==> src/rtl/i2c_byte_master.sv <==
`timescale 1ns/1ps
module i2c_byte_master (
  input  logic        clk,
  input  logic        rst_n,
  input  logic        scl_tick,
  input  logic [2:0]  reg_sel,
  input  logic        reg_wr,
  input  logic        reg_rd,
  input  logic [31:0] reg_wdata,
  output logic [31:0] reg_rdata,
  output logic        sda_oe,
  input  logic        sda_in,
  output logic        scl_oe,
  input  logic        scl_in
);
  typedef enum logic [2:0] {S_IDLE, S_RSTART, S_HOLD, S_BYTE, S_STOP} st_t;

  st_t        st;
  logic [7:0] own_q, div_q, shreg;
  logic       en, sta, tx, noack, rsta;
  logic       done, busy, rxak, go;
  logic [1:0] ph;
  logic [3:0] bitn;
  logic       sda_drv, scl_drv, sda_q, scl_q;

  wire [7:0] wb     = reg_wdata[31:24];
  wire       wr_own = reg_wr && reg_sel == 3'd0;
  wire       wr_div = reg_wr && reg_sel == 3'd1;
  wire       wr_ctl = reg_wr && reg_sel == 3'd2;
  wire       wr_st  = reg_wr && reg_sel == 3'd3;
  wire       wr_dat = reg_wr && reg_sel == 3'd4;
  wire       rd_dat = reg_rd && reg_sel == 3'd4;
  wire       trig   = (wr_dat && tx) || (rd_dat && !tx);
  wire       bus_start = scl_q && scl_in && sda_q && !sda_in;
  wire       bus_stop  = scl_q && scl_in && !sda_q && sda_in;

  logic unused_low;
  assign unused_low = ^reg_wdata[23:0];

  assign sda_oe = sda_drv;
  assign scl_oe = scl_drv;

  always_ff @(posedge clk) begin
    if (!rst_n) begin
      st <= S_IDLE; own_q <= '0; div_q <= '0; shreg <= '0;
      en <= 1'b0; sta <= 1'b0; tx <= 1'b0; noack <= 1'b0; rsta <= 1'b0;
      done <= 1'b0; busy <= 1'b0; rxak <= 1'b0; go <= 1'b0;
      ph <= '0; bitn <= '0; sda_drv <= 1'b0; scl_drv <= 1'b0;
      sda_q <= 1'b1; scl_q <= 1'b1;
    end else begin
      sda_q <= sda_in;
      scl_q <= scl_in;
      if (wr_own) own_q <= {wb[7:1], 1'b0};
      if (wr_div) div_q <= wb;
      if (wr_ctl) {en, sta, tx, noack, rsta} <= {wb[7], wb[5], wb[4], wb[3], wb[2]};
      if (wr_dat && tx && st != S_BYTE) shreg <= wb;
      if (trig) go <= 1'b1;
      if (wr_st && !wb[1]) done <= 1'b0;
      if (bus_start) busy <= 1'b1;
      else if (bus_stop) busy <= 1'b0;

      if (!en) begin
        st <= S_IDLE; sda_drv <= 1'b0; scl_drv <= 1'b0;
        done <= 1'b0; busy <= 1'b0; go <= 1'b0; ph <= '0;
      end else begin
        case (st)
          S_IDLE: begin
            go <= 1'b0;
            if (sta) begin st <= S_RSTART; ph <= 2'd1; end
          end
          S_RSTART: if (scl_tick) begin
            ph <= ph + 2'd1;
            case (ph)
              2'd0: sda_drv <= 1'b0;
              2'd1: scl_drv <= 1'b0;
              2'd2: sda_drv <= 1'b1;
              2'd3: begin scl_drv <= 1'b1; st <= S_HOLD; end
            endcase
          end
          S_HOLD: begin
            if (!sta) begin st <= S_STOP; ph <= '0; end
            else if (rsta) begin st <= S_RSTART; ph <= '0; rsta <= 1'b0; end
            else if (go) begin go <= 1'b0; st <= S_BYTE; ph <= '0; bitn <= '0; end
          end
          S_BYTE: if (scl_tick) begin
            ph <= ph + 2'd1;
            case (ph)
              2'd0: sda_drv <= (bitn == 4'd8) ? (!tx && !noack) : (tx && !shreg[7]);
              2'd1: scl_drv <= 1'b0;
              2'd2: if (bitn == 4'd8) rxak <= sda_in;
                    else shreg <= {shreg[6:0], sda_in};
              2'd3: begin
                scl_drv <= 1'b1;
                bitn <= bitn + 4'd1;
                if (bitn == 4'd8) begin done <= 1'b1; st <= S_HOLD; end
              end
            endcase
          end
          S_STOP: if (scl_tick) begin
            ph <= ph + 2'd1;
            case (ph)
              2'd0: sda_drv <= 1'b1;
              2'd1: scl_drv <= 1'b0;
              2'd2: sda_drv <= 1'b0;
              2'd3: st <= S_IDLE;
            endcase
          end
          default: st <= S_IDLE;
        endcase
      end
    end
  end

  logic [7:0] rbyte;
  always_comb begin
    case (reg_sel)
      3'd0:    rbyte = own_q;
      3'd1:    rbyte = div_q;
      3'd2:    rbyte = {en, 1'b0, sta, tx, noack, rsta, 2'b00};
      3'd3:    rbyte = {2'b00, busy, 3'b000, done, rxak};
      3'd4:    rbyte = shreg;
      default: rbyte = 8'h00;
    endcase
    reg_rdata = {rbyte, 24'h000000};
  end


  disable_release_chk: assert property (@(posedge clk) disable iff (!rst_n)
    !en |=> (!sda_drv && !scl_drv && !done && !busy));

  done_sticky_chk: assert property (@(posedge clk) disable iff (!rst_n)
    (done && en && !(wr_st && !wb[1])) |=> done);

  rxak_hold_chk: assert property (@(posedge clk) disable iff (!rst_n)
    (st != S_BYTE) |=> $stable(rxak));

  sda_steady_chk: assert property (@(posedge clk) disable iff (!rst_n)
    (en && st == S_BYTE && !scl_drv) |=> $stable(sda_drv));

  stop_release_chk: assert property (@(posedge clk) disable iff (!rst_n)
    (en && st == S_STOP && scl_tick && ph == 2'd3) |=> (!sda_drv && !scl_drv));
endmodule

==> config.mk <==
export PLATFORM = sky130hd
export DESIGN_NAME = i2c_byte_master
export DESIGN_NICKNAME = d
export VERILOG_FILES = /design/src/rtl/i2c_byte_master.sv
export SDC_FILE = /design/constraint.sdc
export NUM_CORES = 1
export LEC_CHECK = 0
export BUFFER_PORTS_ARGS = -buffer_cell sky130_fd_sc_hd__buf_2
export CORE_MARGIN = 2
export CORE_UTILIZATION = 47
export DETAILED_ROUTE_END_ITERATION = 6
export PLACE_DENSITY_LB_ADDON = 0.05
export SLEW_MARGIN = 15
export SYNTH_ARGS = -nofsm -noshare
export SYNTH_HDL_FRONTEND = slang
export SYNTH_SLANG_ARGS = --single-unit
export TNS_END_PERCENT = 30
==> constraint.sdc <==
create_clock -name clk -period 2.2 [get_ports clk]
set_input_delay 0.55 -clock clk [delete_from_list [all_inputs] [get_ports clk]]
set_output_delay 0.55 -clock clk [all_outputs]
set_load 0.005 [all_outputs]
==> results.md <==
* Synth cell types at 53
* Clock power share at 34.4%
* Grt total ovfl at 0
* Lkg Pwr at 0.00112 uW
* # DRC at 0
* Detailed Place HPWL at 4790 um
* Routed len/inst at 14.8 um
* Ys flop type: dfxtp_1
* Ys async rst share at 0%
* # IOs at 76
* Final max-slew violation count at 0
* Post-synthesis register bit count at 45
* Startpoint types: input port
* H-tree Lvls at 2
* Crit path arrival time at 1.55 ns
* Peak supply drop at 0.000357 V
* Critical path's slowest cell: mux4_1
* Seq/Total Area, Yosys at 33.9%
* First-pass GRT wire length at 10,200 um
* Initial antenna violation count at 0
* Drt first pass iters at 4
* Switching Power at 366 uW
* CORE AREA at 5470 um2
* Die W at 79.2 um
* DRT iter0 DRCs at 92
* Internal power at 1100 uW
* Final critical-path share of the clock period at 95.5%
* Area of the die at 6270 um2
* CP Capture Type: primary output
* Sequential cell area at 901 um2
* Worst Path Max Fanout at 2
* Utilization after layout at 53.3%
* Reg clk slew, reported paths at 0.08 ns
* CP dominant cell by count: buf_2
* Pwr dens at 503 nW/um2
* Vias in the first global route at 2,079
* Max incr delay on CP at 0.54 ns
* Clock buffer depth at 2
* CTS Buf Count at 5
* Total vias in the final route at 2,272
* RSZ-0062 raised after global routing: false
* GP Congestion at 0.825
* DRT antenna net count at 0
* Clock sinks at 45
* Skew-Pair Late Insertion Delay at 0.29 ns
* Clock skew at 0.00563 ns
* CP Cell Sequence: buf_2, mux4_1, inv_1, o32ai_1, buf_2
* Synth cell count leaders: 45 x dfxtp_1, 37 x nand2_1, 33 x nor2_1
* Number of port buffers at 27
* Root Driver: clkbuf_8
* Post-CTS Setup Repair Bufs at 0
* P&R area growth vs syn at 9.75%
* Largest net degree at the start of global routing at 23
* Final TNS setup at 0 ns
* Least-Margin Pin Slew at 0.518 ns
* Synth Cell Area at 2660 um2
* Min-delay worst type: flip-flop to flip-flop
* Syn_area_per_cell at 8.30 um2
* CTS Hold Bufs at 0
* Share of the synthesized area in the top cell type at 33.9%
* Gate Count Post-Synth at 320
* R2r setup slk at 0.21 ns
* CP required at 1.65 ns
* Post-Route WL at 6270 um
* Fin cells at 425
* Layout cells sized above 1 at 16.7%
* Tmin final at 2.10 ns
* Post-route cell area at 2920 um2
* Cells resized by post-CTS repair at 0
* Combinational share of power at 8.9%
* Switching share of power at 25.0%
* Status: complete, no violations
* Max_cap viols at 0
* Synth area leader: dfxtp_1
* Setup CP Type: input port to primary output
* Final setup vio count at 0
* Relative slew slack at 65.1%
* Fmax at 476 MHz
* Site Rows at 27
* Net count, final at 400
* Final hold viol count at 0
* Initial Utilization at 48.6%
* Reg power frac at 56.6%
* Hold Worst Slack at 0.458 ns
* Yosys warnings at 0
* Top cells by area, synth: dfxtp_1 34%, mux2i_1 11%, buf_4 6.8%
* Post-synth EDFFs at 0
* Number of fill cells at 544
* Placed Cells at 417
* Gr usage total at 20.9%
* Cell Area, Placed at 2840 um2
* Die Y-Extent at 79.2 um
* Multi-input gate area at 1530 um2
* CTS tree: yes
* Most numerous cell in the Yosys netlist: dfxtp_1
* Diode count at 0
* Vias/cell at 5.35
power by group through the flow:
stage | sequential [uW] | combinational, uW | clock (uW)
2_1_floorplan | 848 | 109 | 0
3_3_place_gp | 850 | 130 | 0
3_5_place_dp | 850 | 130 | 0
4_1_cts | 831 | 131 | 521
5_1_grt | 832 | 146 | 549
6_report | 831 | 131 | 505
placed cells by master, fill, tap and decap left out, drive strengths merged, types with 5 or more instances in the layout:
cell type	count
dfxtp	45
nor3	8
mux2i	28
o21ai	18
nor2	33
a21oi	31
conb	24
nor2b	5
ha	6
nor3b	5
buf	44
inv	6
nand2	37
clkbuf	8
nand3	6
cell type report:
| type | instances | area share, % |
|---|---|---|
| sequential | 45 | 30.9 |
| inverter | 7 | 0.901 |
| tap | 72 | 3.09 |
| multi-input combinational | 249 | 52.5 |
| clock buffer | 8 | 2.75 |
| timing repair buffer | 44 | 9.87 |
cells by family (layout without fill, tap and decap cells):
| logic type | after synthesis | in the layout | synth area share, % |
|---|---|---|---|
| buf+inv | 49 | 59 | 11.7 |
| mux | 32 | 32 | 12.8 |
| compound gates | 71 | 71 | 15.9 |
| xor+xnor | 1 | 1 | 0.330 |
| other cells | 1 | 24 | 0.141 |
| simple gates | 115 | 115 | 22.4 |
| fa+ha+maj | 6 | 6 | 2.82 |
| flops | 45 | 45 | 33.9 |
registers in the layout, indices dropped and copies added, names as in the netlist:
signal / count
bitn: 4
busy: 1
div_q: 8
done: 1
en: 1
go: 1
noack: 1
own_q: 7
ph: 2
rsta: 1
rxak: 1
scl_oe: 1
scl_q: 1
sda_oe: 1
sda_q: 1
shreg: 8
st: 3
sta: 1
tx: 1
final timing paths:
check	start	endpoint	depth (start not counted)
max	reg_sel[0]	reg_rdata[29]	5
min	div_q[7]	div_q[7]	2
max reg2reg	bitn[0]	shreg[5]	6
min reg2reg	div_q[7]	div_q[7]	2
worst max-delay path: cells and delay by family:
family	cells	cell delay (ns)
multiplexers	1	0.54
buffers and inverters	3	0.35
AO/OA/AOI/OAI	1	0.11
routing by layer:
metal,vias up,GRT usage (%),part of all wire (%),routed length [um]
met1,1079,27.7,46,2900
met3,8,3.75,4.1,258
met4,0,6.90,1.8,116
li1,1131,-,-,-
met2,54,34.4,48,3000
met5,-,0,0,0
through the flow:
stage / power (uW) / setup slack [ns]
after floorplan: 957 / 0.229
after global placement: 979 / 0.0991
after detailed placement: 980 / 0.102
after CTS: 1480 / 0.0980
after global routing: 1530 / 0.0000263
final: 1470 / 0.0991
(Power assumes the default switching activity.)
